[src/rtl/ipi_pkg.sv]
package ipi_pkg;

    typedef enum logic [2:0] {
        OP_NOP     = 3'd0,
        OP_RAISE   = 3'd1,
        OP_STATUS  = 3'd2,
        OP_SOURCES = 3'd3,
        OP_ACK     = 3'd4
    } ipi_op_e;

    typedef struct packed {
        logic raise;
        logic status;
        logic sources;
        logic ack;
    } ipi_act_t;

    function automatic ipi_act_t ipi_decode_op(input logic valid, input logic [2:0] op);
        ipi_act_t a;
        a = '0;
        if (valid) begin
            case (op)
                OP_RAISE:   a.raise   = 1'b1;
                OP_STATUS:  a.status  = 1'b1;
                OP_SOURCES: a.sources = 1'b1;
                OP_ACK:     a.ack     = 1'b1;
                default:    a = '0;
            endcase
        end
        return a;
    endfunction

endpackage

[src/rtl/ipi_decode.sv]
module ipi_decode
    import ipi_pkg::*;
#(
    parameter int NCORE = 4,
    parameter int IDW   = 2
) (
    input  logic           cmd_valid,
    input  logic [2:0]     cmd_op,
    input  logic [IDW-1:0] cmd_caller,
    input  logic [IDW-1:0] cmd_arg,
    output ipi_act_t       act
);
    logic ids_ok;

    // Core numbers at or above NCORE are dropped.
    assign ids_ok = (32'(cmd_caller) < NCORE) && (32'(cmd_arg) < NCORE);

    always_comb begin
        act = ipi_decode_op(cmd_valid && ids_ok, cmd_op);
    end
endmodule

[src/rtl/ipi_matrix.sv]
module ipi_matrix #(
    parameter int NCORE = 4,
    parameter int IDW   = 2,
    localparam int CELLS = NCORE * NCORE
) (
    input  logic             clk,
    input  logic             rst,
    input  logic             do_raise,
    input  logic             do_ack,
    input  logic [IDW-1:0]   caller,
    input  logic [IDW-1:0]   arg,
    output logic [CELLS-1:0] pend,
    output logic [NCORE-1:0] irq
);
    // Cell s*NCORE+t is the pending bit from sender s toward target t.
    for (genvar s = 0; s < NCORE; s++) begin : g_snd
        for (genvar t = 0; t < NCORE; t++) begin : g_tgt
            logic hit_set, hit_clr;
            assign hit_set = do_raise && (caller == IDW'(s)) && (arg == IDW'(t));
            assign hit_clr = do_ack   && (arg == IDW'(s)) && (caller == IDW'(t));
            always_ff @(posedge clk) begin
                if (rst)
                    pend[s*NCORE+t] <= 1'b0;
                else if (hit_set)
                    pend[s*NCORE+t] <= 1'b1;
                else if (hit_clr)
                    pend[s*NCORE+t] <= 1'b0;
            end
        end
    end

    // Each target's line merges all of its senders.
    for (genvar t = 0; t < NCORE; t++) begin : g_line
        logic [NCORE-1:0] col;
        for (genvar s = 0; s < NCORE; s++) begin : g_col
            assign col[s] = pend[s*NCORE+t];
        end
        assign irq[t] = |col;
    end
endmodule

[src/rtl/ipi_readback.sv]
module ipi_readback #(
    parameter int NCORE = 4,
    parameter int IDW   = 2,
    localparam int CELLS = NCORE * NCORE
) (
    input  logic             clk,
    input  logic             rst,
    input  logic             q_status,
    input  logic             q_sources,
    input  logic [IDW-1:0]   caller,
    input  logic [IDW-1:0]   arg,
    input  logic [CELLS-1:0] pend,
    output logic [NCORE-1:0] rdback
);
    logic [NCORE-1:0] src_vec;
    logic [NCORE-1:0] stat_vec;

    always_comb begin
        src_vec  = '0;
        stat_vec = '0;
        for (int i = 0; i < NCORE; i++) begin
            for (int j = 0; j < NCORE; j++) begin
                if (caller == IDW'(j)) src_vec[i] = pend[i*NCORE+j];
                if (caller == IDW'(i) && arg == IDW'(j)) stat_vec[0] = pend[i*NCORE+j];
            end
        end
    end

    always_ff @(posedge clk) begin
        if (rst)
            rdback <= '0;
        else if (q_status)
            rdback <= stat_vec;
        else if (q_sources)
            rdback <= src_vec;
    end
endmodule

[src/rtl/ipi_unit.sv]
module ipi_unit
    import ipi_pkg::*;
#(
    parameter int NCORE = 4,
    localparam int IDW = (NCORE > 1) ? $clog2(NCORE) : 1
) (
    input  logic             clk,
    input  logic             rst,
    input  logic             cmd_valid,
    input  logic [2:0]       cmd_op,
    input  logic [IDW-1:0]   cmd_caller,
    input  logic [IDW-1:0]   cmd_arg,
    output logic [NCORE-1:0] rdback,
    output logic [NCORE-1:0] irq
);
    localparam int CELLS = NCORE * NCORE;

    ipi_act_t         act;
    logic [CELLS-1:0] pend;

    ipi_decode #(.NCORE(NCORE), .IDW(IDW)) u_dec (
        .cmd_valid (cmd_valid),
        .cmd_op    (cmd_op),
        .cmd_caller(cmd_caller),
        .cmd_arg   (cmd_arg),
        .act       (act)
    );

    ipi_matrix #(.NCORE(NCORE), .IDW(IDW)) u_mat (
        .clk     (clk),
        .rst     (rst),
        .do_raise(act.raise),
        .do_ack  (act.ack),
        .caller  (cmd_caller),
        .arg     (cmd_arg),
        .pend    (pend),
        .irq     (irq)
    );

    ipi_readback #(.NCORE(NCORE), .IDW(IDW)) u_rb (
        .clk      (clk),
        .rst      (rst),
        .q_status (act.status),
        .q_sources(act.sources),
        .caller   (cmd_caller),
        .arg      (cmd_arg),
        .pend     (pend),
        .rdback   (rdback)
    );
endmodule

[config.mk]
export PLATFORM = sky130hd
export DESIGN_NAME = ipi_unit
export DESIGN_NICKNAME = d
export VERILOG_FILES = /design/src/rtl/ipi_pkg.sv /design/src/rtl/ipi_decode.sv /design/src/rtl/ipi_matrix.sv /design/src/rtl/ipi_readback.sv /design/src/rtl/ipi_unit.sv
export SDC_FILE = /design/constraint.sdc
export NUM_CORES = 1
export LEC_CHECK = 0
export ABC_AREA = 1
export BUFFER_PORTS_ARGS = -buffer_cell sky130_fd_sc_hd__buf_2
export CORE_ASPECT_RATIO = 0.8
export CORE_UTILIZATION = 59
export CTS_BUF_LIST = sky130_fd_sc_hd__clkbuf_4 sky130_fd_sc_hd__clkbuf_8 sky130_fd_sc_hd__clkbuf_16
export DETAILED_ROUTE_END_ITERATION = 8
export PLACE_DENSITY_LB_ADDON = 0.1
export SLEW_MARGIN = 20
export SYNTH_ARGS = -nofsm -noshare
export SYNTH_HDL_FRONTEND = slang
export SYNTH_SLANG_ARGS = --single-unit
export TNS_END_PERCENT = 20
[constraint.sdc]
create_clock -name clk -period 3.3 [get_ports clk]
set_input_delay 0.825 -clock clk [delete_from_list [all_inputs] [get_ports clk]]
set_output_delay 0.825 -clock clk [all_outputs]
set_load 0.005 [all_outputs]
==> metrics.md, run 1 <==
| Metric | Value |
|---|---|
| Outcome | `finished clean` |
| Die height | `41.0 µm` |
| FF+latch count, synth | `20` |
| Slew @ Worst Pin | `0.470 ns` |
| Pwr dens | `398 mW/mm²` |
| Clock sink total | `20` |
| Post-Syn Area | `0.00112 mm²` |
| Post-CTS Setup Bufs | `0` |
| WL per Instance | `15.3 µm` |
| CP delay by family, top | `simple AND/OR/NAND/NOR gates` |
| Most frequent cells in the layout | `nand2_1 (35), a21oi_1 (26), dfxtp_1 (20), buf_2 (17), o21ai_0 (16)` |
| Part of the Yosys area used for sequential elements | `35.7%` |
| WP depth | `2` |
| Final Cycle Share | `66.4%` |
| Commonest non-fill, non-tap cell in the layout | `nand2_1` |
| Vias in the first global route | `987` |
| Clock transition at the registers of the reported paths | `0.12 ns` |
| Worst ir drop on vdd | `0.456 mV` |
| Drt pass-1 iters | `5` |
| RSZ-0062 raised after global routing | `no` |
| Worst r2r src | `u_mat.pend[2]$_SDFFE_PP0P_` |
| Leading post-synthesis cells by cell area | `dfxtp_1 (36%), nand2_1 (12%), a21oi_1 (12%), o21ai_0 (7.1%), nand3_1 (6.7%)` |
| Avg Cell Area, Syn | `6.64 µm²` |
| Synth Area in Compound Gates | `25.2%` |
| Initial antenna violation count | `0` |
| Total track usage | `31.6%` |
| HPWL Detailed | `2350 µm` |
| P_leak | `0.495 nW` |
| Ys Warns | `0` |
| Worst Path Buf+Inv | `1` |
| Reg-to-reg endpoint | `u_rb.rdback[0]$_SDFFE_PP0P_` |
| Cell Chain, Critical Path | `or4_1, buf_2` |
| Final Util | `74.9%` |
| Yosys top cell area share | `35.7%` |
| Row count | `13` |
| Setup CP Type | `flip-flop to output port` |
| Crit path time final | `2.19 ns` |
| Die area | `0.00208 mm²` |
| Count of different cell masters after synthesis | `24` |
| Adder-cell share of the synthesized area | `0%` |
| Worst Setup SP | `u_mat.pend[10]$_SDFFE_PP0P_` |
| # Max-Cap Violations | `0` |
| Largest stage delay on the critical path | `0.55 ns` |
| Nets | `199` |
| CTS Buf Count | `3` |
| First-pass GRT wire length | `4570 µm` |
| Routability cong. | `0.908` |
| Clock root buffer | `clkbuf_4` |
| ANT nets after route | `0` |
| Ant diodes | `0` |
| Crit path max-delay cell type | `or4_1` |
| Vias per cell | `6.30` |
| Data arrival, critical path | `1.37 ns` |
| H-Tree Depth | `1` |
| Simple-gate share of the synthesized area | `31.8%` |
| Filler cells | `145` |
| Final setup viols | `0` |
| Vias | `1,322` |
| Layout cell share with drive strength beyond 1 | `21.3%` |
| Largest net degree at the start of global routing | `19` |
| Worst hold start | `u_mat.pend[9]$_SDFFE_PP0P_` |
| Critical Path Start Type | `flip-flop` |
| Iteration-0 DRC Markers | `94` |
| Final wirelength | `3220 µm` |
| Max-slew violations | `0` |
| Synth Instances | `169` |
| Clk_lat worst skew | `0.31 ns` |
| Core area | `0.00171 mm²` |
| Relative slew slack | `68.4%` |
| Hold EP | `u_mat.pend[9]$_SDFFE_PP0P_` |
| IO buf count | `17` |
| Drt drc | `0` |
| Top Ports | `18` |
| Final clock skew | `0.00850 ns` |
| Main combinational cell family by area after synthesis | `simple AND/OR/NAND/NOR gates` |
| R2R setup slack | `1.95 ns` |
| Die Wd | `50.8 µm` |
| Critical path peak fanout | `4` |
| Area leader, netlist | `dfxtp_1` |
| Max clock buf depth | `2` |
| Cts repair resizes | `0` |
| Syn Nets | `179` |
| Final setup TNS | `0 ns` |
| Area grow syn2layout | `14.0%` |
| Hold Fails Final Rpt | `0` |
| Critical path endpoint category | `output port` |
| Remaining Overflow, GRT | `0` |
| XOR/XNOR share of the synthesized area | `0%` |
| Reg2Reg Depth | `12` |
| Cts hold-fix bufs | `0` |
| Mux cell area share after synthesis | `0%` |
| Starting Density | `65.7%` |
| Hold path cells | `2` |
| TritonCTS clock tree | `done` |
| Worst hold path class | `flip-flop to flip-flop` |
| Max Clk Rate | `457 MHz` |
| Worst EP required | `2.47 ns` |
cell type report:
class,count,area (µm²),share of cell area (%)
multi-input cells,127,639,50.0
flip-flops and latches,20,400,31.3
repair buffers,17,85.1,6.65
inverters,20,75.1,5.87
clock inverters,1,30.0,2.35
well taps,22,27.5,2.15
clock buffers,3,22.5,1.76
through the flow:
stage	power [mW]	setup slack, ns	area [µm²]	std cells	hold WS, ns
floorplan	0.284	1.52	1120	169	0.455
global placement	0.304	1.17	1230	206	0.463
detailed placement	0.305	1.15	1230	206	0.471
CTS	0.508	1.13	1280	210	0.486
global route	0.525	1.09	1280	210	0.525
finish	0.509	1.11	1280	210	0.494
power breakdown:
group / internal, mW / switching, mW / total [mW] / leakage, nW
registers: 0.244 / 0.00154 / 0.246 / 0.161
clock network: 0.123 / 0.0842 / 0.207 / 0.0279
logic: 0.0152 / 0.0415 / 0.0567 / 0.306
kinds of logic (layout without fill, tap and decap cells):
logic type / Yosys count / after routing
compound gates: 53 / 53
buf+inv: 22 / 41
flops: 20 / 20
simple gates: 74 / 74
routing by layer:
layer	track usage (%)	wire length [µm]
met3	7.41	344
met4	8.33	34
met2	50.7	1490
met1	43.3	1350
met5	0	0
synth_stat cells, drive strengths merged:
cell type and count:
a21oi 27, a221oi 1, a31oi 1, a41oi 1, clkbuf 2, dfxtp 20
inv 20, nand2 36, nand3 15, nand4 3, nor2 14, nor3 3
nor4 1, o211ai 1, o21ai 20, o22ai 2, or4 2
registers in the layout, summed over array words and instances (netlist names):
signal,count
u_mat.pend,16
u_rb.rdback,4
worst max-delay path by stage:
stage | slack, ns | end
global route | 1.09 | irq[3]
finish | 1.11 | irq[2]
CTS | 1.13 | irq[3]
detailed placement | 1.15 | u_rb.rdback[0]$_SDFFE_PP0P_
floorplan | 1.52 | u_rb.rdback[0]$_SDFFE_PP0P_
global placement | 1.17 | u_rb.rdback[0]$_SDFFE_PP0P_
worst min-delay path, cell delays in order (launching register included):
cell     delay, ns
dfxtp_1       0.33
o21ai_1       0.07
a21oi_1       0.06
No activity file was read; power rests on OpenSTA's default activity.
==> run 2: changes to the inputs <==
Settings changed: CORE_UTILIZATION 59 to 54.
Clock period 3.3 ns to 2.1 ns, I/O delays scaled along.
==> metrics.md, run 2 (synthesis gave the netlist of run 1 again) <==
| Metric | Value |
|---|---|
| Outcome | `finished clean` |
| M3 GR Usage | `9.32% (+1.9 points)` |
| Met2 Use GR | `47.8% (-2.8 points)` |
| CTS Buf Count | `3 (unchanged)` |
| Area grow syn2layout | `14.9%` |
| Worst slack, placed | `0.283 ns (-0.865 ns)` |
| Final setup viols | `0 (unchanged)` |
| Clock power share | `40.5% (about the same)` |
| Vias in the first global route | `1,177 (+19%)` |
| Commonest non-fill, non-tap cell in the layout | `nand2_1` |
| Hold Fails Final Rpt | `0 (unchanged)` |
| Layout cell share with drive strength beyond 1 | `21.7% (+0.42 points)` |
| Starting Density | `58.8% (-6.9 points)` |
| First-pass GRT wire length | `5190 µm (+14%)` |
| Cell-internal power | `602 µW (+57%)` |
| Max Clk Rate | `533 MHz` |
| Final clock skew | `0.0213 ns (+0.0128 ns)` |
| HPWL Detailed | `2440 µm (+4.0%)` |
| H-Tree Depth | `1 (unchanged)` |
| Seq pwr share | `48.2% (about the same)` |
| Routability cong. | `0.961 (+5.8%)` |
| Grt peak-use layer | `met2` |
| Met1 Use GR | `42.8% (-0.54 points)` |
| Nets | `200 (+0.50%)` |
| Vias per cell | `6.29 (about the same)` |
| RSZ-0062 raised after global routing | `no` |
| Ant diodes | `0 (unchanged)` |
| Largest register FFs | `16 (unchanged)` |
| Final wirelength | `3360 µm (+4.2%)` |
| Relative slew slack | `69.6% (+1.2 points)` |
| Worst ir drop on vdd | `0.841 mV (+84%)` |
| Die height | `42.8 µm (+4.3%)` |
| P_leak | `0.501 nW (+1.0%)` |
| Worst hold path class | `flip-flop to flip-flop` |
| Core area | `0.00191 mm² (+12%)` |
| TritonCTS clock tree | `done` |
| Vias | `1,340 (+1.4%)` |
| Tot Pwr | `801 µW (+57%)` |
| Setup CP Type | `flip-flop to output port` |
| Critical Path Start Type | `flip-flop` |
| Post-CTS Setup Bufs | `0 (unchanged)` |
| DP Area | `0.00124 mm² (+0.82%)` |
| Clock root buffer | `clkbuf_4` |
| Clock transition at the registers of the reported paths | `0.14 ns (+0.02 ns)` |
| Combinational group share of total power | `11.3% (+0.2 points)` |
| Clk_lat worst skew | `0.32 ns (about the same)` |
| Largest reg by FF count | `u_mat.pend` |
| Die area | `0.00227 mm² (+8.8%)` |
| Iteration-0 DRC Markers | `97 (+3.2%)` |
| Most frequent cells in the layout | `nand2_1 (35), a21oi_1 (26), dfxtp_1 (20), buf_2 (17), o21ai_0 (16)` |
| Initial antenna violation count | `0 (unchanged)` |
| Worst EP required | `1.57 ns (-0.90 ns)` |
| IO buf count | `17 (unchanged)` |
| Net switching power | `200 µW (+57%)` |
| R2R setup slack | `0.73 ns (-1.22 ns)` |
| Finished Cell Area | `0.00129 mm² (+0.78%)` |
| Crit path time final | `1.88 ns` |
| Row count | `14 (+1)` |
| ANT nets after route | `0 (unchanged)` |
| Worst Setup SP | `u_mat.pend[6]$_SDFFE_PP0P_` |
| Total track usage | `31.6% (about the same)` |
| Top Ports | `18 (unchanged)` |
| Slew @ Worst Pin | `0.452 ns (-0.0176 ns)` |
| Reg-to-reg endpoint | `u_rb.rdback[0]$_SDFFE_PP0P_` |
| Max-slew violations | `0 (unchanged)` |
| End of the critical path | `irq[2]` |
| Clock sink total | `20 (unchanged)` |
| Worst r2r src | `u_mat.pend[1]$_SDFFE_PP0P_` |
| Critical path peak fanout | `3 (-1)` |
| Largest regs | `u_mat.pend: 16 flops, u_rb.rdback: 4 flops` |
| Drt drc | `0 (unchanged)` |
| Largest net degree at the start of global routing | `19 (unchanged)` |
| Final Cycle Share | `89.3%` |
| Final setup TNS | `0 ns (unchanged)` |
| Data arrival, critical path | `1.35 ns (-0.02 ns)` |
| Drt pass-1 iters | `5 (unchanged)` |
| Critical path endpoint category | `output port` |
| Sw Ratio | `24.9% (-0.042 points)` |
| Die Wd | `53.0 µm (+4.4%)` |
| # Max-Cap Violations | `0 (unchanged)` |
| WL per Instance | `15.8 µm (+2.8%)` |
| Reg2Reg Depth | `12 (unchanged)` |
| Max clock buf depth | `2 (unchanged)` |
| Remaining Overflow, GRT | `0 (unchanged)` |
| Cts repair resizes | `0 (unchanged)` |
| PnR worst setup slack | `0.225 ns (-0.885 ns)` |
| Cts hold-fix bufs | `0 (unchanged)` |
| Pwr dens | `621 mW/mm² (+56%)` |
run 2: critical path, stage by stage, from the launching register on:
cell and delay, ns:
dfxtp_1 0.36, or4_1 0.52, buf_2 0.15
run 2: final cells by class:
cell class / instances / area, µm²
fill: 173 / 619
inverter: 20 / 75.1
clock buffer: 3 / 22.5
tap: 24 / 30.0
timing repair buffer: 18 / 92.6
sequential: 20 / 400
multi-input combinational: 127 / 639
clock inverter: 1 / 30.0
run 2: worst min-delay path by stage:
stage,startpoint,end,slack (ns),depth (start not counted)
after global routing,u_mat.pend[2]$_SDFFE_PP0P_,u_mat.pend[2]$_SDFFE_PP0P_,0.55,2
after detailed placement,u_mat.pend[9]$_SDFFE_PP0P_,u_mat.pend[9]$_SDFFE_PP0P_,0.49,2
after global placement,u_mat.pend[9]$_SDFFE_PP0P_,u_mat.pend[9]$_SDFFE_PP0P_,0.47,2
after floorplan,u_mat.pend[9]$_SDFFE_PP0P_,u_mat.pend[9]$_SDFFE_PP0P_,0.45,2
final,u_mat.pend[9]$_SDFFE_PP0P_,u_mat.pend[9]$_SDFFE_PP0P_,0.52,2
after CTS,u_mat.pend[9]$_SDFFE_PP0P_,u_mat.pend[9]$_SDFFE_PP0P_,0.51,2
run 2: metal layers:
metal,routed length [µm],up-vias
met2,1530,106
met5,0,-
met3,391,17
met1,1340,595
met4,95,0
li1,-,622
run 2: metrics by stage:
stage               util (%)  cells  hold slack (ns)
floorplan                  -    169            0.455
global placement        64.8    209            0.470
detailed placement      64.8    209            0.494
CTS                     67.6    213            0.510
global route            67.6    213            0.548
finish                  67.6    213            0.516
run 2: power groups by stage:
stage	Sequential, mW	Combinational (mW)	Clock (mW)
2_1_floorplan	0.394	0.0522	0
5_1_grt	0.387	0.0985	0.339
3_5_place_dp	0.395	0.0873	0
6_report	0.386	0.0908	0.324
3_3_place_gp	0.394	0.0850	0
4_1_cts	0.386	0.0882	0.327
==> run 3: changes to the inputs <==
Settings changed: CORE_MARGIN set to 2.
==> metrics.md, run 3 (synthesis gave the netlist of run 1 again) <==
| Metric | Value |
|---|---|
| Final clock skew | `0.00242 ns (-0.0188 ns)` |
| Ant diodes | `0 (unchanged)` |
| Crit path time final | `1.88 ns (+0.00539 ns)` |
| Final setup TNS | `0 ns (unchanged)` |
| ANT nets after route | `0 (unchanged)` |
| Max-slew violations | `0 (unchanged)` |
| Worst ir drop on vdd | `0.587 mV (-30%)` |
| Post-CTS Setup Bufs | `0 (unchanged)` |
| Largest net degree at the start of global routing | `19 (unchanged)` |
| Iteration-0 DRC Markers | `74 (-24%)` |
| Max Clk Rate | `532 MHz (-0.29%)` |
| Hold Fails Final Rpt | `0 (unchanged)` |
| Total track usage | `28.7% (-2.8 points)` |
| Largest stage delay on the critical path | `0.52 ns (about the same)` |
| Critical path endpoint category | `output port` |
| Largest reg by FF count | `u_mat.pend` |
| Finished Layout Cells | `212 (-0.47%)` |
| H-Tree Depth | `1 (unchanged)` |
| Commonest non-fill, non-tap cell in the layout | `nand2_1` |
| DP Cell Count | `208 (-0.48%)` |
| Clk_lat worst skew | `0.31 ns (about the same)` |
| Area grow syn2layout | `14.3%` |
| Filler cells | `189 (+9.2%)` |
| Drt drc | `0 (unchanged)` |
| Max clock buf depth | `2 (unchanged)` |
| Vias | `1,303 (-2.8%)` |
| Nets | `199 (-0.50%)` |
| P_leak | `0.495 nW (-1.0%)` |
| Core area | `0.00193 mm² (+0.92%)` |
| Critical path peak fanout | `4 (+1)` |
| Relative slew slack | `70.0% (+0.43 points)` |
| Clock root buffer | `clkbuf_4` |
| Clock transition at the registers of the reported paths | `0.12 ns (-0.02 ns)` |
| Die height | `44.8 µm (+4.7%)` |
| Clock sink total | `20 (unchanged)` |
| CP delay by family, top | `simple AND/OR/NAND/NOR gates` |
| Worst hold path class | `flip-flop to flip-flop` |
| Largest register FFs | `16 (unchanged)` |
| TritonCTS clock tree | `done` |
| Worst EP required | `1.57 ns (about the same)` |
| Final Cycle Share | `89.6% (+0.26 points)` |
| First-pass GRT wire length | `5040 µm (-2.9%)` |
| RSZ-0062 raised after global routing | `no` |
| Pwr dens | `622 mW/mm² (+0.19%)` |
| Setup CP Type | `flip-flop to output port` |
| IO buf count | `17 (unchanged)` |
| Critical Path Start Type | `flip-flop` |
| Routability cong. | `0.911 (-5.2%)` |
| CTS Buf Count | `3 (unchanged)` |
| Drt pass-1 iters | `4 (-1)` |
| Die Wd | `55.0 µm (+3.8%)` |
| Layout cell share with drive strength beyond 1 | `21.3% (-0.42 points)` |
| Cts hold-fix bufs | `0 (unchanged)` |
| Final wirelength | `3180 µm (-5.3%)` |
| Final setup viols | `0 (unchanged)` |
| WL per Instance | `15.0 µm (-4.9%)` |
| Die area | `0.00246 mm² (+8.6%)` |
| Cell Chain, Critical Path | `or4_1, buf_2` |
| Largest regs | `u_mat.pend: 16 flops, u_rb.rdback: 4 flops` |
| Tot Pwr | `798 µW (-0.39%)` |
| Row count | `14 (unchanged)` |
| HPWL Detailed | `2370 µm (-3.0%)` |
| Most frequent cells in the layout | `nand2_1 (35), a21oi_1 (26), dfxtp_1 (20), buf_2 (17), o21ai_0 (16)` |
| Crit path max-delay cell type | `or4_1` |
| PnR worst setup slack | `0.219 ns (-0.00539 ns)` |
| Outcome | `finished clean` |
| Initial antenna violation count | `0 (unchanged)` |
| Data arrival, critical path | `1.36 ns (about the same)` |
| Vias per cell | `6.15 (-2.3%)` |
| # Max-Cap Violations | `0 (unchanged)` |
| Worst Path Buf+Inv | `1 (unchanged)` |
| Top Ports | `18 (unchanged)` |
| Slew @ Worst Pin | `0.446 ns (-0.00633 ns)` |
| Cts repair resizes | `0 (unchanged)` |
| Remaining Overflow, GRT | `0 (unchanged)` |
| Vias in the first global route | `1,077 (-8.5%)` |
| Starting Density | `58.2% (-0.53 points)` |
| Worst slack, placed | `0.263 ns (-0.0204 ns)` |
-- run 3: final timing paths --
path	startpoint	end	slack (ns)	cells past startpoint
setup reg to reg	u_mat.pend[1]$_SDFFE_PP0P_	u_rb.rdback[0]$_SDFFE_PP0P_	0.77	12
setup / recovery	u_mat.pend[3]$_SDFFE_PP0P_	irq[3]	0.22	2
hold reg to reg	u_mat.pend[13]$_SDFFE_PP0P_	u_mat.pend[13]$_SDFFE_PP0P_	0.50	2
hold / removal	u_mat.pend[13]$_SDFFE_PP0P_	u_mat.pend[13]$_SDFFE_PP0P_	0.50	2
-- run 3: cell type report --
type / count / area [µm²] / area share, %
Clock buffer: 3 / 22.5 / 1.76
Clock inverter: 1 / 30.0 / 2.34
Inverter: 20 / 75.1 / 5.85
Multi-Input combinational cell: 127 / 639 / 49.9
Sequential cell: 20 / 400 / 31.2
Tap cell: 24 / 30.0 / 2.34
Timing Repair Buffer: 17 / 85.1 / 6.63
-- run 3: worst register-to-register path, stage by stage (launching register included) --
cell and delay [ns]:
dfxtp_1 0.36, nand3_1 0.09, nand3_1 0.09, nand2_1 0.07
nand4_1 0.07, nor2_1 0.10, nand3_1 0.08, nand2_1 0.07
nand4_1 0.07, nand2_1 0.06, nand3_1 0.06, nand2_1 0.07
a21oi_2 0.05
-- run 3: power by group --
group | switching, mW | internal, mW | total [mW] | leakage (nW)
Clock | 0.130 | 0.193 | 0.323 | 0.0279
Sequential | 0.00241 | 0.384 | 0.386 | 0.161
Combinational | 0.0652 | 0.0239 | 0.0891 | 0.306
Total | 0.198 | 0.601 | 0.798 | 0.495
-- run 3: per-layer routing --
metal / routed length [µm] / vias up / GRT usage, %
met5: 0 / - / 0
met4: 63 / 0 / 10.7
met3: 351 / 12 / 7.95
met2: 1400 / 81 / 40.7
met1: 1360 / 588 / 41.5
li1: - / 622 / -
-- run 3: stage by stage --
stage / utilization [%] / cell area (µm²) / hold WS [ns]
2_1_floorplan: - / 1120 / 0.455
3_3_place_gp: 63.8 / 1230 / 0.466
3_5_place_dp: 63.8 / 1230 / 0.480
4_1_cts: 66.6 / 1280 / 0.499
5_1_grt: 66.6 / 1280 / 0.522
6_report: 66.6 / 1280 / 0.496
